==> config.mk <==
export PLATFORM = sky130hd
export DESIGN_NAME = xrb_top
export DESIGN_NICKNAME = d
export VERILOG_FILES = /design/src/rtl/xrb_pkg.sv /design/src/rtl/xrb_capture.sv /design/src/rtl/xrb_drive.sv /design/src/rtl/xrb_top.sv
export SDC_FILE = /design/constraint.sdc
export NUM_CORES = 1
export LEC_CHECK = 0
export BUFFER_PORTS_ARGS = -buffer_cell sky130_fd_sc_hd__buf_2
export CAP_MARGIN = 20
export CORE_ASPECT_RATIO = 1.1
export CORE_UTILIZATION = 45
export CTS_CLUSTER_DIAMETER = 100
export CTS_CLUSTER_SIZE = 40
export DETAILED_ROUTE_END_ITERATION = 6
export PLACE_DENSITY = 0.7
export SLEW_MARGIN = 20
export SYNTH_ARGS = -nofsm -noshare
export SYNTH_HDL_FRONTEND = slang
export SYNTH_SLANG_ARGS = --single-unit
==> constraint.sdc <==
create_clock -name clk_i -period 1.72 [get_ports clk_i]
set_clock_uncertainty 0.15 [all_clocks]
set_input_delay 0.344 -clock clk_i [delete_from_list [all_inputs] [get_ports clk_i]]
set_output_delay 0.344 -clock clk_i [all_outputs]
set_load 0.01 [all_outputs]
==> src/rtl/xrb_pkg.sv <==
package xrb_pkg;
  typedef enum logic [1:0] {
    SRC_NONE   = 2'd0,
    SRC_LIVE   = 2'd1,
    SRC_STORED = 2'd2
  } src_e;
endpackage

==> src/rtl/xrb_capture.sv <==
module xrb_capture #(
  parameter int WIDTH       = 8,
  parameter int SYNC_STAGES = 2
) (
  input  logic             clk_i,
  input  logic             rst_ni,
  input  logic             strobe_i,
  input  logic [WIDTH-1:0] data_i,
  output logic [WIDTH-1:0] held_o
);
  localparam int LAST = SYNC_STAGES - 1;

  logic [SYNC_STAGES-1:0]            sync_q;
  logic [SYNC_STAGES-1:0][WIDTH-1:0] pipe_q;
  logic                              last_q;
  logic [WIDTH-1:0]                  held_q;
  logic                              load;

  assign load   = sync_q[LAST] & ~last_q;
  assign held_o = held_q;

  // data travels alongside the strobe so the captured word matches the sampling edge
  always_ff @(posedge clk_i or negedge rst_ni) begin
    if (!rst_ni) begin
      sync_q <= '0;
      pipe_q <= '0;
      last_q <= 1'b0;
      held_q <= '0;
    end else begin
      sync_q[0] <= strobe_i;
      pipe_q[0] <= data_i;
      for (int i = 1; i < SYNC_STAGES; i++) begin
        sync_q[i] <= sync_q[i-1];
        pipe_q[i] <= pipe_q[i-1];
      end
      last_q <= sync_q[LAST];
      if (load) held_q <= pipe_q[LAST];
    end
  end

  // a detected edge loads the aligned word
  assert_load_R2: assert property (@(posedge clk_i) disable iff (!rst_ni)
    load |=> held_q == $past(pipe_q[LAST]));

  // no edge, no change
  assert_hold_R11: assert property (@(posedge clk_i) disable iff (!rst_ni)
    !load |=> $stable(held_q));
endmodule

==> src/rtl/xrb_drive.sv <==
module xrb_drive
  import xrb_pkg::*;
#(
  parameter int WIDTH = 8
) (
  input  logic             en_ni,
  input  logic             dir_i,
  input  logic             sel_a2b_i,
  input  logic             sel_b2a_i,
  input  logic [WIDTH-1:0] a_live_i,
  input  logic [WIDTH-1:0] b_live_i,
  input  logic [WIDTH-1:0] a_held_i,
  input  logic [WIDTH-1:0] b_held_i,
  output logic [WIDTH-1:0] a_out_o,
  output logic             a_oe_o,
  output logic [WIDTH-1:0] b_out_o,
  output logic             b_oe_o
);
  src_e a_src, b_src;

  always_comb begin
    a_src = SRC_NONE;
    b_src = SRC_NONE;
    if (!en_ni) begin
      if (dir_i) b_src = sel_a2b_i ? SRC_STORED : SRC_LIVE;
      else       a_src = sel_b2a_i ? SRC_STORED : SRC_LIVE;
    end
  end

  always_comb begin
    unique case (a_src)
      SRC_LIVE:   a_out_o = ~b_live_i;
      SRC_STORED: a_out_o = ~b_held_i;
      default:    a_out_o = '0;
    endcase
    unique case (b_src)
      SRC_LIVE:   b_out_o = ~a_live_i;
      SRC_STORED: b_out_o = ~a_held_i;
      default:    b_out_o = '0;
    endcase
  end

  assign a_oe_o = (a_src != SRC_NONE);
  assign b_oe_o = (b_src != SRC_NONE);
endmodule

==> src/rtl/xrb_top.sv <==
module xrb_top #(
  parameter int WIDTH       = 8,
  parameter int SYNC_STAGES = 2
) (
  input  logic             clk_i,
  input  logic             rst_ni,
  input  logic [WIDTH-1:0] a_in_i,
  output logic [WIDTH-1:0] a_out_o,
  output logic             a_oe_o,
  input  logic [WIDTH-1:0] b_in_i,
  output logic [WIDTH-1:0] b_out_o,
  output logic             b_oe_o,
  input  logic             cap_a_i,
  input  logic             cap_b_i,
  input  logic             sel_a2b_i,
  input  logic             sel_b2a_i,
  input  logic             dir_i,
  input  logic             en_ni
);
  localparam int NSIDES = 2;

  logic [NSIDES-1:0]            strobe;
  logic [NSIDES-1:0][WIDTH-1:0] bus_in;
  logic [NSIDES-1:0][WIDTH-1:0] held;

  assign strobe = {cap_b_i, cap_a_i};
  assign bus_in = {b_in_i, a_in_i};

  for (genvar s = 0; s < NSIDES; s++) begin : g_side
    xrb_capture #(
      .WIDTH      (WIDTH),
      .SYNC_STAGES(SYNC_STAGES)
    ) u_cap (
      .clk_i   (clk_i),
      .rst_ni  (rst_ni),
      .strobe_i(strobe[s]),
      .data_i  (bus_in[s]),
      .held_o  (held[s])
    );
  end

  xrb_drive #(.WIDTH(WIDTH)) u_drive (
    .en_ni    (en_ni),
    .dir_i    (dir_i),
    .sel_a2b_i(sel_a2b_i),
    .sel_b2a_i(sel_b2a_i),
    .a_live_i (a_in_i),
    .b_live_i (b_in_i),
    .a_held_i (held[0]),
    .b_held_i (held[1]),
    .a_out_o  (a_out_o),
    .a_oe_o   (a_oe_o),
    .b_out_o  (b_out_o),
    .b_oe_o   (b_oe_o)
  );

  assert_oe_excl_R12: assert property (@(posedge clk_i) disable iff (!rst_ni)
    !(a_oe_o && b_oe_o));

  assert_isolate_R5: assert property (@(posedge clk_i) disable iff (!rst_ni)
    en_ni |-> (!a_oe_o && !b_oe_o && a_out_o == '0 && b_out_o == '0));

  assert_dir_R6: assert property (@(posedge clk_i) disable iff (!rst_ni)
    !en_ni |-> (b_oe_o == dir_i && a_oe_o == !dir_i));

  assert_live_R7: assert property (@(posedge clk_i) disable iff (!rst_ni)
    (b_oe_o && !sel_a2b_i) |-> b_out_o == ~a_in_i);

  assert_stored_R8: assert property (@(posedge clk_i) disable iff (!rst_ni)
    (b_oe_o && sel_a2b_i) |-> b_out_o == ~held[0]);

  assert_stored_R9: assert property (@(posedge clk_i) disable iff (!rst_ni)
    (a_oe_o && sel_b2a_i) |-> a_out_o == ~held[1]);
endmodule

==> After elaboration in Yosys (flattened, before gate mapping) <==
Index checks and enable logic that the tools add are counted.
{ "totals": {"register_bits": 54, "latchBits": 0, "ram_bits": 0, "rom_bits": 0, "out_inout_bits": 18, "elab_cells": 32, "mem_count": 0} }
{ "classes": {"add_sub_neg": 0, "n_mul": 0, "div_mod_pow": 0, "n_lt_le_gt_ge": 0, "n_eq_ne": 4, "shifts": 0, "muxes": 8, "bitwise_logic": 8, "n_reduce_logical": 2} }
{ "ops": {"columns": ["op", "n"], "rows": [
  ["$not A8 Y8", 4],
  ["$pmux W8 S2", 2],
  ["$mux W2", 6],
  ["$eq A2 B1 Y1 const B", 2],
  ["$eq A2 B2 Y1 const B", 2],
  ["$reduce_bool A2 Y1", 2],
  ["$and A1 B1 Y1", 2],
  ["$not A1 Y1", 2]
]} }

==> Logic depth before layout (Yosys ltp) <==
{ "depth": {"depth_word": 5, "mapped_depth": 5, "mapped_depth_nobuf": 5} }

==> By module <==
Synthesis repeated with hierarchy kept, for this count alone.
{ "unflattened": {"cells_unflattened": 114, "area_unflattened_um2": 1958.1} }
{ "by_module_without_submodules": {"columns": ["module", "instances", "cells_each", "area_per_inst_um2", "seq_area_each_um2"], "rows": [
  ["xrb_capture", 2, 37, 820.8, 675.6],
  ["xrb_drive", 1, 40, 316.6, 0.0]
]} }

==> Worst setup path before layout <==
No wires, ideal clock.
{ "synth_path": {"path_type": "input-to-output", "from": "in sel_a2b_i", "to": "out b_out_o[0]", "arrival_ns": 1.510, "setup_slack_ns": -0.284, "path_stages": 5, "n_path_buf": 0, "path_cell_list": "or3b_1 inv_1 ha_1 or2b_1 a21boi_1"} }
{ "synth_via": {"elab_chain_len": 5, "elab_cells_between_ends": 6, "classes_between": "2 x eq/ne; 4 x mux"} }
{ "synth_lines": {"columns": ["item", "line_no", "source"], "rows": [
  ["start, declared", "xrb_top.sv:15", "input logic sel_a2b_i,"],
  ["$mux W2 * (2 in series)", "xrb_drive.sv:25", "if (dir_i) b_src = sel_a2b_i ? SRC_STORED : SRC_LIVE;"],
  ["$mux W2 *", "xrb_drive.sv:24", "if (!en_ni) begin"],
  ["$eq A2 B2 Y1 / $eq A2 B1 Y1 (equally long branches)", "xrb_drive.sv:36", "unique case (b_src)"],
  ["$pmux W8 S2 *", "xrb_drive.sv:36", null],
  ["end, declared", "xrb_top.sv:11", "output logic [WIDTH-1:0] b_out_o,"]
]} }
Mark *: on every way between the ends. The rest lies on a longest branch, timed or not.

==> Worst setup path after layout <==
{ "layout_path": {"from": "in en_ni", "to": "out b_out_o[4]"} }
{ "layout_via": {"elab_chain_len": 3, "elab_cells_between_ends": 4, "classes_between": "2 x eq/ne; 2 x mux"} }
{ "layout_lines": {"columns": ["item", "line_no", "source"], "rows": [
  ["start, declared", "xrb_top.sv:18", "input logic en_ni"],
  ["$mux W2 *", "xrb_drive.sv:24", null],
  ["$eq A2 B2 Y1 / $eq A2 B1 Y1 (equally long branches)", "xrb_drive.sv:36", null],
  ["$pmux W8 S2 *", "xrb_drive.sv:36", null]
]} }
Marked as above.

==> flow_results.org <==
** Global route
- Vias in the first global route :: 1,346
- After global routing the overflow that remains totals 0.
- Across every metal layer, demand over resource in global routing totals a little under a fifth.
- Maximum number of pins on one net before global-route repair :: 55
- The first global-routing pass estimated roughly 6800 um of wire.
- Antenna violations before repair :: 0

** Timing
- The worst pin sits at a relative slew slack of between 70 and 80%.
- After layout, the worst path uses 122% of the clock period.
- The count of final max-slew check failures came to 0.
- The routed design could run at a clock period as short as approximately 2100 ps.
- Setup repair after global routing missed its margin :: true
- The final count of hold timing violations came to 0.
- Setup violations remaining at the end of the flow were counted as 16.
- Setup slack on the critical path of the routed design comes to -376 ps.
- For the pin with the worst max-slew slack, the measured transition is roughly 370 ps.
- Achievable Freq :: about 480 MHz

** Die
- The die covers slightly below 0.005 mm2.
- The floorplan has 25 rows.
- Starting density of the core :: between 40% and 50%
- X dimension of the die :: about 67 um
- In this run the standard cell core region covers ~0.0044 mm2.
- Number of top-level design ports :: 42
- Die Y-Extent :: between 70 and 80 um

** Setup path
- Buf/Inv on CP :: 3
- STA classifies the critical path startpoint as a primary input.
- Delay of the slowest cell on the worst path :: 420 ps
- Worst Setup Path Type :: primary input to primary output
- In this run the worst path has a maximum fanout of 4.
- Arrival time worst endpoint :: around 1600 ps
- Worst path required time :: between 1000 and 1500 ps
- Cells along the critical path :: buf_6 -> or3b_4 -> inv_2 -> ha_4 -> or2b_1 -> a21boi_2 -> buf_2
- STA classifies the critical path endpoint as a primary output.
- The cell family contributing the most delay on the critical path is simple AND/OR/NAND/NOR gates.
- Critical-path cell with the highest stage delay :: sky130_fd_sc_hd__or3b_4

** Routing
- Detailed routing inserted a total of around 1,300 vias.
- Detailed-route vias per instance :: about 4.8
- Wire length after detailed routing :: between 4000 and 5000 um
- Drt pass-1 iters :: 4
- Post-route DRC :: 0
- In this run the remaining antenna-violating nets after routing total 0.
- The first routing iteration left 48 violations.
- In the final routed layout, each cell accounts on average for ~15 um.

** Yosys
- In this run the mean area of a mapped cell was ~15 um2.
- Largest cells by area after synthesis :: sky130_fd_sc_hd__dfrtp_1, sky130_fd_sc_hd__mux2_4, sky130_fd_sc_hd__nand2b_1
- The number of different library cells used by synthesis comes to 15.
- In the synthesized netlist, the number of instances is approximately 140.
- Most frequently used cell type in the post-synthesis netlist :: sky130_fd_sc_hd__dfrtp_1
- Counting flops and latches in the post-synthesis netlist gives 54.
- Number of warnings reported in the yosys synthesis log :: 0
- Proportion of register bits with asynchronous set or reset after synthesis :: between 90% and 100%
- Most used DFF post-synth :: sky130_fd_sc_hd__dfrtp_1
- Total nets after synthesis :: 169
- The largest total area in the synthesized netlist belongs to sky130_fd_sc_hd__dfrtp_1.
- The synthesized design contains 0 enable-type register cells.
- Of the post-synthesis cell area, the dominant cell type holds around 64%.
- Portion of the post-synthesis area used by sequential elements :: ~64%
- Netlist area before placement :: 0.00211 mm2
- Sorting the synthesized cells by how often they occur yields sky130_fd_sc_hd__dfrtp_1, sky130_fd_sc_hd__nand2b_1, sky130_fd_sc_hd__a21boi_1, sky130_fd_sc_hd__mux2_4, sky130_fd_sc_hd__or2b_1.

** Outcome
- The run finished, with violations left.
- Failing checks :: negative setup slack

** Pwr
- The worst-case IR drop observed on VDD is about 0.37 mV.
- In this run the power density over the cells is around 830 mW/mm2.
- For this design the static power due to leakage is between 0.001 and 0.0015 uW.

** Placed design
- In this run the tool buffered the top-level ports with 41 buffer cells.
- The congestion estimate from routability-driven global placement came to roughly 0.73.
- At the placement stage, the worst setup path has a slack of -424 ps.
- Cell Area, Placed :: between 0.002 and 0.003 mm2
- After legalization and detailed placement, the total HPWL measured ~2600 um.

** Clocking
- The clock passes through at most 2 buffers.
- Clock tree from TritonCTS :: yes
- Clock Latency Late Sink :: between 300 and 400 ps
- Clock root buffer :: sky130_fd_sc_hd__clkbuf_8
- Clock tree synthesis inserted a total of 5 buffers.
- The clock net in this run drives a total of between 50 and 60 sinks.
- The H-tree generated during clock tree synthesis spans 2 levels.
- Clock-pin slew was measured on the worst setup and hold paths at 90 ps.

** Cells and area
- Final Util :: roughly two thirds
- Compared with the post-synthesis result, the final layout area differs by 41.6%.
- Fraction of final layout cells sized beyond drive strength 1 :: about 53%
- At the end of the flow, the number of nets in the layout was between 200 and 250.
- After routing the design area is approximately 0.0030 mm2.
- Number of diodes added for antenna fixing :: 0

** Worst hold path
- The tightest min-delay check is of the primary input to flip-flop type.

** Run
- Across the run, the number of max-cap violations was 0.
[state kept, by name (all words and copies together) (netlist names)]
| register | count |
|---|---|
| g_side.u_cap.held_o | 16 |
| g_side.u_cap.last_q | 2 |
| g_side.u_cap.sync_q | 4 |
| g_side.u_cap.pipe_q | 32 |
[final cells by class]
type,instances,area [um2]
fillers,302,1430
clock inverters,2,13.8
multi-input cells,78,950
well taps,54,67.6
repair buffers,66,508
flip-flops and latches,54,1350
clock buffers,6,72.6
inverters,5,21.3
[worst paths after layout]
path | from | end | slack, ps | cells after the start
worst max-delay path | en_ni | b_out_o[4] | -380 | 7
worst min-delay path | b_in_i[4] | g_side[1].u_cap.pipe_q[4]$_DFF_PN0_ | 10 | 1
worst max register to register | g_side[0].u_cap.last_q$_DFF_PN0_ | g_side[0].u_cap.held_o[6]$_DFFE_PN0P_ | 390 | 2
worst min register to register | g_side[0].u_cap.pipe_q[3]$_DFF_PN0_ | g_side[0].u_cap.pipe_q[11]$_DFF_PN0_ | 210 | 0
max in group asynchronous | rst_ni | g_side[0].u_cap.pipe_q[10]$_DFF_PN0_ | 790 | 3
min in group asynchronous | rst_ni | g_side[0].u_cap.pipe_q[7]$_DFF_PN0_ | 400 | 3
[routing by layer]
metal / track usage, % / up-vias / routed length (um)
met5: 0 / - / 0
met4: 9.22 / 0 / 80
met2: 28.6 / 25 / 2040
li1: - / 593 / -
met1: 25.3 / 635 / 1800
met3: 5.59 / 6 / 146
[power by group]
group,switching (uW),internal [uW]
Clock,402,288
Sequential,46.5,1370
Combinational,131,227
[layout by cell type, fill, tap and decap left out, types with 6 or more instances in the layout]
cell type                       netlist  final
sky130_fd_sc_hd__buf_4                0      6
sky130_fd_sc_hd__a21boi_2             0     11
sky130_fd_sc_hd__nand2b_4             0     10
sky130_fd_sc_hd__mux2_4              16     16
sky130_fd_sc_hd__dlygate4sd3_1        0     17
sky130_fd_sc_hd__nand2b_1            20     10
sky130_fd_sc_hd__buf_6                2      6
sky130_fd_sc_hd__buf_2                0     34
sky130_fd_sc_hd__dfrtp_1             54     54
sky130_fd_sc_hd__or2b_1              12     12
[what timing repair did]
item	in CTS	in global routing
setup endpoints to repair	17	17
pin swaps	4	9
gates resized for setup	19	8
hold buffers	17	0
setup buffers	2	0
endpoints found under the hold margin	70	0
[cell families after synthesis]
kind of cell               count (synthesis)  synth area share (%)
adders and majority gates                  6                  3.56
buffers and inverters                      7                  1.96
and+or+nand+nor                           40                  13.2
muxes                                     16                  11.4
AOI/OAI and AO/OA                         16                  5.70
DFF                                       54                  64.1
[per-stage QoR]
stage | instances | power (uW) | hold slack [ps] | TNS [ps]
2_1_floorplan | 139 | 1620 | -102 | -1430
3_3_place_gp | 238 | 1710 | 183 | -5640
3_5_place_dp | 238 | 1730 | 186 | -6240
4_1_cts | 265 | 2480 | 0.0527 | -5390
5_1_grt | 265 | 2560 | 1.37 | -6050
6_report | 265 | 2460 | 13.2 | -5310
Note: power is estimated with default switching activity, not from simulation.
